**src/rtl/agen_pkg.sv**
```systemverilog
package agen_pkg;

   typedef enum logic [2:0] {
      AM_REG = 3'd0,
      AM_IMM = 3'd1,
      AM_REL = 3'd2,
      AM_FAR = 3'd3,
      AM_ABS = 3'd4
   } agen_mode_e;

endpackage

```
**src/rtl/agen_add.sv**
```systemverilog
// Wrapping adder used for every address sum.
module agen_add #(
   parameter int W = 16
) (
   input  logic [W-1:0] a_i,
   input  logic [W-1:0] b_i,
   output logic [W-1:0] sum_o
);
   always_comb sum_o = a_i + b_i;
endmodule

```
**src/rtl/agen_decode.sv**
```systemverilog
// Qualifies a request into a memory fire or a branch fire.
module agen_decode
   import agen_pkg::*;
#(
   parameter bit FAR_EN = 1'b1
) (
   input  logic       req_i,
   input  logic [2:0] mode_i,
   input  logic       is_mem_i,
   input  logic       is_branch_i,
   output logic       mem_fire_o,
   output logic       br_fire_o,
   output logic [1:0] addr_sel_o
);
   logic far_ok;

   generate
      if (FAR_EN) begin : g_far_on
         assign far_ok = 1'b1;
      end else begin : g_far_off
         assign far_ok = 1'b0;
      end
   endgenerate

   always_comb begin
      mem_fire_o = 1'b0;
      br_fire_o  = 1'b0;
      addr_sel_o = 2'd0;
      if (req_i) begin
         case (mode_i)
            AM_IMM: br_fire_o = is_branch_i;
            AM_REL: begin
               mem_fire_o = is_mem_i;
               addr_sel_o = 2'd0;
            end
            AM_FAR: begin
               mem_fire_o = is_mem_i & far_ok;
               addr_sel_o = 2'd1;
            end
            AM_ABS: begin
               mem_fire_o = is_mem_i;
               addr_sel_o = 2'd2;
            end
            default: ;
         endcase
      end
   end
endmodule

```
**src/rtl/agen_calc.sv**
```systemverilog
// Forms the three candidate addresses and the branch target.
module agen_calc #(
   parameter int DATA_W = 16,
   parameter int ADDR_W = 21
) (
   input  logic [1:0]               sel_i,
   input  logic [DATA_W-1:0]        reg_lo_i,
   input  logic [ADDR_W-DATA_W-1:0] pair_hi_i,
   input  logic [DATA_W-1:0]        disp_i,
   input  logic [DATA_W-1:0]        pc_i,
   output logic [ADDR_W-1:0]        addr_o,
   output logic [DATA_W-1:0]        tgt_o
);
   localparam int HI_W = ADDR_W - DATA_W;

   logic [DATA_W-1:0] rel_sum;
   logic [ADDR_W-1:0] far_base, far_disp, far_sum;

   assign far_base = {pair_hi_i, reg_lo_i};
   assign far_disp = {{HI_W{disp_i[DATA_W-1]}}, disp_i};

   agen_add #(.W(DATA_W)) u_rel (.a_i(reg_lo_i), .b_i(disp_i), .sum_o(rel_sum));
   agen_add #(.W(ADDR_W)) u_far (.a_i(far_base), .b_i(far_disp), .sum_o(far_sum));
   agen_add #(.W(DATA_W)) u_pcr (.a_i(pc_i),     .b_i(disp_i), .sum_o(tgt_o));

   always_comb begin
      case (sel_i)
         2'd1:    addr_o = far_sum;
         2'd2:    addr_o = {{HI_W{1'b0}}, disp_i};
         default: addr_o = {{HI_W{1'b0}}, rel_sum};
      endcase
   end
endmodule

```
**src/rtl/agen_stage.sv**
```systemverilog
// Output registers; values load only when their strobe fires.
module agen_stage #(
   parameter int DATA_W = 16,
   parameter int ADDR_W = 21
) (
   input  logic              clk,
   input  logic              rst_n,
   input  logic              mem_fire_i,
   input  logic              br_fire_i,
   input  logic [ADDR_W-1:0] addr_i,
   input  logic [DATA_W-1:0] tgt_i,
   output logic [ADDR_W-1:0] addr_q,
   output logic              mem_vld_q,
   output logic [DATA_W-1:0] tgt_q,
   output logic              br_vld_q
);
   always_ff @(posedge clk or negedge rst_n) begin
      if (!rst_n) begin
         addr_q    <= '0;
         mem_vld_q <= 1'b0;
         tgt_q     <= '0;
         br_vld_q  <= 1'b0;
      end else begin
         mem_vld_q <= mem_fire_i;
         br_vld_q  <= br_fire_i;
         if (mem_fire_i) addr_q <= addr_i;
         if (br_fire_i)  tgt_q  <= tgt_i;
      end
   end

   // held outputs do not move without their strobe.
   a_r8_tgt_hold: assert property (@(posedge clk) disable iff (!rst_n)
      !br_vld_q |-> $stable(tgt_q));
endmodule

```
**src/rtl/lsu_addr_gen.sv**
```systemverilog
module lsu_addr_gen
   import agen_pkg::*;
#(
   parameter int DATA_W = 16,
   parameter int ADDR_W = 21,
   parameter bit FAR_EN = 1'b1
) (
   input  logic                     clk,
   input  logic                     rst_n,
   input  logic                     req_i,
   input  logic [2:0]               mode_i,
   input  logic                     is_mem_i,
   input  logic                     is_branch_i,
   input  logic [DATA_W-1:0]        reg_lo_i,
   input  logic [ADDR_W-DATA_W-1:0] pair_hi_i,
   input  logic [DATA_W-1:0]        disp_i,
   input  logic [DATA_W-1:0]        pc_i,
   output logic [ADDR_W-1:0]        mem_addr_o,
   output logic                     mem_valid_o,
   output logic [DATA_W-1:0]        br_target_o,
   output logic                     br_valid_o
);
   localparam int HI_W = ADDR_W - DATA_W;

   generate
      if (DATA_W < 2) begin : g_chk_dw
         $error("DATA_W too small");
      end
      if (HI_W < 1 || HI_W > DATA_W) begin : g_chk_aw
         $error("ADDR_W must exceed DATA_W by 1..DATA_W bits");
      end
   endgenerate

   logic              mem_fire, br_fire;
   logic [1:0]        addr_sel;
   logic [ADDR_W-1:0] addr_c;
   logic [DATA_W-1:0] tgt_c;

   agen_decode #(.FAR_EN(FAR_EN)) u_dec (
      .req_i(req_i), .mode_i(mode_i), .is_mem_i(is_mem_i),
      .is_branch_i(is_branch_i), .mem_fire_o(mem_fire),
      .br_fire_o(br_fire), .addr_sel_o(addr_sel)
   );

   agen_calc #(.DATA_W(DATA_W), .ADDR_W(ADDR_W)) u_calc (
      .sel_i(addr_sel), .reg_lo_i(reg_lo_i), .pair_hi_i(pair_hi_i),
      .disp_i(disp_i), .pc_i(pc_i), .addr_o(addr_c), .tgt_o(tgt_c)
   );

   agen_stage #(.DATA_W(DATA_W), .ADDR_W(ADDR_W)) u_stg (
      .clk(clk), .rst_n(rst_n), .mem_fire_i(mem_fire), .br_fire_i(br_fire),
      .addr_i(addr_c), .tgt_i(tgt_c), .addr_q(mem_addr_o),
      .mem_vld_q(mem_valid_o), .tgt_q(br_target_o), .br_vld_q(br_valid_o)
   );

   // a memory strobe needs a qualifying load/store request.
   a_r6_mem_needs_ls: assert property (@(posedge clk) disable iff (!rst_n)
      mem_valid_o |-> $past(req_i && is_mem_i &&
         (mode_i == AM_REL || mode_i == AM_FAR || mode_i == AM_ABS)));
   // an immediate branch gets its target strobe.
   a_r5_branch_strobe: assert property (@(posedge clk) disable iff (!rst_n)
      (req_i && is_branch_i && mode_i == AM_IMM) |=> br_valid_o);
   // absolute address is the field, zero-extended.
   a_r4_abs_field: assert property (@(posedge clk) disable iff (!rst_n)
      (req_i && is_mem_i && mode_i == AM_ABS) |=>
         (mem_addr_o == {{HI_W{1'b0}}, $past(disp_i)}));
   // the two strobes never coincide.
   a_r9_exclusive: assert property (@(posedge clk) disable iff (!rst_n)
      !(mem_valid_o && br_valid_o));
   // address output holds without a strobe.
   a_r8_addr_hold: assert property (@(posedge clk) disable iff (!rst_n)
      !mem_valid_o |-> $stable(mem_addr_o));
   // undefined codes raise nothing.
   a_r10_bad_code: assert property (@(posedge clk) disable iff (!rst_n)
      (req_i && mode_i > 3'd4) |=> (!mem_valid_o && !br_valid_o));
endmodule

```
**config.mk**
```make
export PLATFORM = sky130hd
export DESIGN_NAME = lsu_addr_gen
export DESIGN_NICKNAME = d
export VERILOG_FILES = /design/src/rtl/agen_pkg.sv /design/src/rtl/agen_add.sv /design/src/rtl/agen_decode.sv /design/src/rtl/agen_calc.sv /design/src/rtl/agen_stage.sv /design/src/rtl/lsu_addr_gen.sv
export SDC_FILE = /design/constraint.sdc
export NUM_CORES = 1
export LEC_CHECK = 0
export BUFFER_PORTS_ARGS = -buffer_cell sky130_fd_sc_hd__buf_2
export CAP_MARGIN = 20
export CORE_MARGIN = 3
export CORE_UTILIZATION = 50
export DETAILED_ROUTE_END_ITERATION = 6
export PLACE_DENSITY = 0.78
export SKIP_LAST_GASP = 1
export SYNTH_ARGS = -nofsm -noshare
export SYNTH_HDL_FRONTEND = slang
export SYNTH_SLANG_ARGS = --single-unit
```
**constraint.sdc**
```tcl
create_clock -name clk -period 0.9 [get_ports clk]
set_input_delay 0.09 -clock clk [delete_from_list [all_inputs] [get_ports clk]]
set_output_delay 0.09 -clock clk [all_outputs]
set_load 0.05 [all_outputs]
```
==> results.py, run 1 <==
metrics = {
    "synth": {
        "syn-cell-area_um2": 3250,
        "ys.flop_type": "dfrtp_1",
        "syn_area_per_cell_um2": 8.52,
        "ys_types": 54,
        "ys_ff_latch": 39,
        "synth-edff-count": 0,
        "syn_nets": 482,
        "ys_seq_area_share_pct": 30.0,
        "ys_warn_count": 0,
        "syn_inst": 382,
        "synthArstFlopShare_pct": 100,
    },
    "clock_network": {
        "clock-root-buffer": "clkbuf_8",
        "cts_sinks": 39,
        "htreeDepth": 2,
        "cts_inserted_buffers": 5,
        "cts_buffer_depth": 2,
    },
    "floorplanning": {
        "die_h_um": 86.7,
        "num_rows": 28,
        "die_w_um": 86.7,
        "start_util_pct": 53.4,
        "io-pin-count": 100,
    },
    "status": {
        "run_status": "stopped before the end",
        "lastStage": "global routing",
        "error": "[ERROR DPL-0038] Utilization greater than 100%, impossible to legalize",
    },
    "placed_design": {
        "gp_congestion": 0.867,
        "placed_area_um2": 4840,
        "hpwl_um": 8310,
        "port-buffer-count": 99,
    },
    "timing": {
        "worstEndpointType": "register input",
        "crit_endpoint": "u_stg.tgt_q[14]$_DFFE_PN0P_/D",
    },
    "grt": {
        "grt_max_degree": 40,
    },
}
## synth_stat cells, types with 2 or more instances
library cell	instances	area, um2
nand3b_1	6	45.0
nor2_1	39	146
mux2_2	2	22.5
a211oi_1	2	15.0
o21bai_1	3	22.5
a211o_1	2	17.5
o21ai_0	24	120
o21ai_1	9	45.0
xor2_1	14	123
and3_1	6	37.5
fa_1	2	40.0
nand2b_1	4	25.0
buf_2	2	10.0
nor2b_1	3	18.8
nor3_1	2	10.0
o21a_1	4	30.0
nand3_1	13	65.1
nand4_1	3	18.8
clkbuf_1	9	33.8
a41oi_2	2	32.5
inv_1	11	41.3
mux2i_1	4	40.0
and2_1	4	25.0
nor3b_1	2	15.0
a21oi_1	36	180
a21o_1	5	37.5
dfrtp_1	39	976
a221oi_1	10	87.6
nand2_1	45	169
ha_1	37	463
o211ai_1	3	22.5
xnor2_1	13	114
## cells by family after synthesis
kind of cell             Yosys count  share of synthesized area, %
XOR/XNOR                          27                          7.27
buffers and inverters             24                          2.84
adder cells (fa/ha/maj)           39                          15.5
flip-flops                        39                          30.0
AO/OA/AOI/OAI                    113                          23.3
AND/OR/NAND/NOR                  134                          19.3
multiplexers                       6                          1.92
## stage by stage
stage	instances	TNS [ns]	setup slack, ns	hold WS, ns
after floorplan	382	-24.63	-1.04	-0.206
after global placement	649	-34.20	-1.23	0.0773
after detailed placement	649	-36.31	-1.30	0.0788
after CTS	685	-22.97	-0.885	0.108
## timing repair
item	CTS
setup endpoints to repair	77
pin swaps	46
endpoints found under the hold margin	39
gates resized for setup	171
cloned	2
hold buffers	1
setup buffers	25
==> run 2: changes to the inputs <==
CORE_UTILIZATION = 35   (was 50)
PLACE_DENSITY = unset   (was 0.78)
PLACE_DENSITY_LB_ADDON = 0.15   (was unset)
==> run 2 against run 1 <==
Effect of this change:
- the flow now finishes, with violations (negative setup slack)
- synthesized area is the same
- synthesized cell count is the same
==> results.py, run 2 <==
metrics = {
    "cells_and_area": {
        "biggestRegsByFlops": "u_stg.addr_q (21), u_stg.tgt_q (16)",
        "design_area_um2": 6010,
        "areaGrowthSynthToFinish_pct": 84.8,
        "n_antenna_cell": 0,
        "drive_gt1_share_pct": 55.3,
        "final_common_cell": "buf_4",
        "largest_register": "u_stg.addr_q",
        "largest_reg_flops": 21,
        "multi_input_area_um2": 2750,
        "nNetsFinal": 723,
        "register_area_um2": 976,
        "fill_cells": 727,
        "final_cell_mix": "buf_4, buf_6, buf_2",
    },
    "setup_path": {
        "worst-path-buf-inv": 2,
        "cp.required_ns": 1.09,
        "r2r_end": "u_stg.tgt_q[4]",
        "max_stage_delay_ns": 0.36,
        "crit_start": "disp_i[0]",
        "critical_path_depth": 11,
        "reg2reg_slack_ns": 0.01,
        "crit_type": "in2reg",
        "end_kind": "register",
        "crit_fanout": 3,
        "cp_slowest_cell": "a221o_1",
        "worstPathArrival_ns": 2.03,
        "crit_chain": "buf_8 -> ha_4 -> inv_2 -> fa_2 -> and2b_2 -> o31ai_4 -> nand2_1 -> a221o_1 -> a41oi_2 -> mux2i_1 -> o21ai_1",
        "crit_path_end": "u_stg.tgt_q[14]",
        "cp-start-kind": "input pin",
        "r2r-start": "u_stg.tgt_q[4]",
        "cp_top_family": "compound AO/OA/AOI/OAI gates",
        "r2r.worst_path.cells": 2,
    },
    "placed_design": {
        "gp_congestion": 0.913,
        "port-buffer-count": 99,
        "hpwl_um": 8220,
        "placed_area_um2": 4870,
        "place_ws_ns": -1.34,
    },
    "synth": {
        "syn_inst": 382,
        "ys_seq_area_share_pct": 30.0,
        "synthDominantCellAreaShare_pct": 30.0,
        "syn_area_per_cell_um2": 8.52,
        "yosysMostFrequentCell": "nand2_1",
        "ys_top_cells_by_count": "nand2_1, dfrtp_1, nor2_1, ha_1, a21oi_1",
        "ys_warn_count": 0,
        "ys.flop_type": "dfrtp_1",
        "synthTopCellsByArea": "dfrtp_1, ha_1, a21oi_1, nand2_1, nor2_1",
        "syn_nets": 482,
        "yosysTopAreaCell": "dfrtp_1",
        "synth-edff-count": 0,
        "synthArstFlopShare_pct": 100,
        "ys_ff_latch": 39,
        "syn-cell-area_um2": 3250,
        "ys_types": 54,
    },
    "timing": {
        "hold_viol_final": 0,
        "fmax_ghz": 0.543,
        "finalSetupViolations": 76,
        "rsz0062_at_grt": "yes",
        "fin_ws_ns": -0.941,
        "max_slew_margin_pct": 78.2,
        "min_period_ns": 1.84,
        "worstMarginPinSlew_ns": 0.326,
        "finClkSkew_ns": 0,
        "finalCritPeriodShare_pct": 205,
        "slew_viol_final": 0,
    },
    "clock_network": {
        "cts.reportedPaths.clkPinSlew_ns": 0.09,
        "htreeDepth": 2,
        "cts_tree": "yes",
        "clock-root-buffer": "clkbuf_8",
        "cts_inserted_buffers": 5,
        "cts_buffer_depth": 2,
        "cts_sinks": 39,
        "clk_latency_ns": 0.30,
    },
    "floorplanning": {
        "num_rows": 34,
        "start_util_pct": 36.6,
        "fp.dieArea_um2": 10500,
        "coreArea_um2": 8890,
        "die_w_um": 102,
        "die_h_um": 102,
        "io-pin-count": 100,
    },
    "grt": {
        "grt_max_degree": 40,
        "overflow": 0,
        "grt_pass1_wl_um": 17900,
        "grtUsageTotal_pct": 21.5,
        "grt_pass1_vias": 3747,
        "antenna_found_initial": 0,
    },
    "routing": {
        "met3RoutedLength_um": 442,
        "drcViolationCount": 0,
        "wl_met2_um": 5530,
        "routedLengthMet1_um": 4880,
        "vias_per_cell": 5.06,
        "wl_um": 11100,
        "ant_nets": 0,
        "drtPass1Iterations": 4,
        "vias": 3707,
        "routed.top_layer": "met4",
        "post_drt_wl_per_cell_um": 15.2,
        "drt_iter0_drc": 114,
    },
    "worst_hold_path": {
        "holdCritPathClass": "in2reg",
    },
    "flow_run": {
        "drv_cap": 0,
    },
    "status": {
        "failed_checks": "negative setup slack",
        "run_status": "finished, violations left",
    },
    "pwr": {
        "cellPowerDensity_nw_per_um2": 1550,
        "vdd.ir_drop.worst_v": 0.000752,
        "leakage_nw": 2.90,
    },
}
==> run 2: power breakdown <==
part / leakage [nW] / switching, mW / internal [mW] / total [mW]
sequential: 0.489 / 0.295 / 2.14 / 2.44
combinational: 2.37 / 3.04 / 2.60 / 5.64
clock: 0.0422 / 0.677 / 0.546 / 1.22
total: 2.90 / 4.01 / 5.29 / 9.31
==> run 2: metal layers <==
metal / vias up / track usage (%)
li1: 1864 / -
met1: 1745 / 27.2
met2: 80 / 37.3
met3: 18 / 3.41
met4: 0 / 6.66
met5: - / 0
==> run 2: kinds of logic (layout without fill, tap and decap cells) <==
| group | count (synthesis) | after routing | share of synthesized area, % |
|---|---|---|---|
| flip-flops | 39 | 39 | 30.0 |
| buffers and inverters | 24 | 266 | 2.84 |
| AND/OR/NAND/NOR | 134 | 134 | 19.3 |
| multiplexers | 6 | 6 | 1.92 |
| AO/OA/AOI/OAI | 113 | 113 | 23.3 |
| XOR/XNOR | 27 | 27 | 7.27 |
| adder cells (fa/ha/maj) | 39 | 39 | 15.5 |
==> run 2: final cells by class <==
| type | instances | share of cell area, % |
|---|---|---|
| multi-input cells | 319 | 45.7 |
| repair buffers | 246 | 33.6 |
| flip-flops and latches | 39 | 16.2 |
| well taps | 108 | 2.25 |
| clock buffers | 7 | 1.27 |
| inverters | 12 | 0.832 |
| clock inverters | 1 | 0.0832 |
==> run 2: metrics by stage <==
step	utilization (%)	hold WS (ns)	TNS [ns]	instances	total power, mW
5_1_grt	67.6	0.128	-27.04	732	9.87
4_1_cts	64.6	0.0980	-23.79	716	8.99
3_3_place_gp	54.8	0.0798	-34.71	680	6.59
6_report	67.6	0.105	-23.74	732	9.31
2_1_floorplan	-	-0.206	-24.63	382	5.26
3_5_place_dp	54.8	0.0833	-35.93	680	6.67
==> run 2: timing repair <==
action / in CTS / in global routing
hold buffers: 1 / 0
cloned: 2 / 0
resized for setup: 135 / 34
pin swaps: 52 / 39
setup buffers: 25 / 19
endpoints found under the hold margin: 39 / 0
setup endpoints to repair: 76 / 76
==> run 2: tightest hold or removal path: cells and delay by family <==
kind,cells,cell delay (ns)
simple gates,1,0.08
buf+inv,1,0.13
compound gates,1,0.07
==> run 2: worst min path at each step <==
| stage | from | end | slack [ns] | cells after the start |
|---|---|---|---|---|
| 6_report | disp_i[5] | u_stg.addr_q[5] | 0.10 | 3 |
| 5_1_grt | disp_i[6] | u_stg.addr_q[6] | 0.13 | 3 |
| 4_1_cts | pc_i[0] | u_stg.tgt_q[0] | 0.1 | 4 |
| 3_5_place_dp | rst_n | u_stg.br_vld_q | 0.08 | 2 |
| 3_3_place_gp | rst_n | u_stg.tgt_q[1] | 0.08 | 2 |
| 2_1_floorplan | rst_n | u_stg.addr_q[0] | -0.21 | 0 |
No activity file was read; power rests on OpenSTA's default activity.
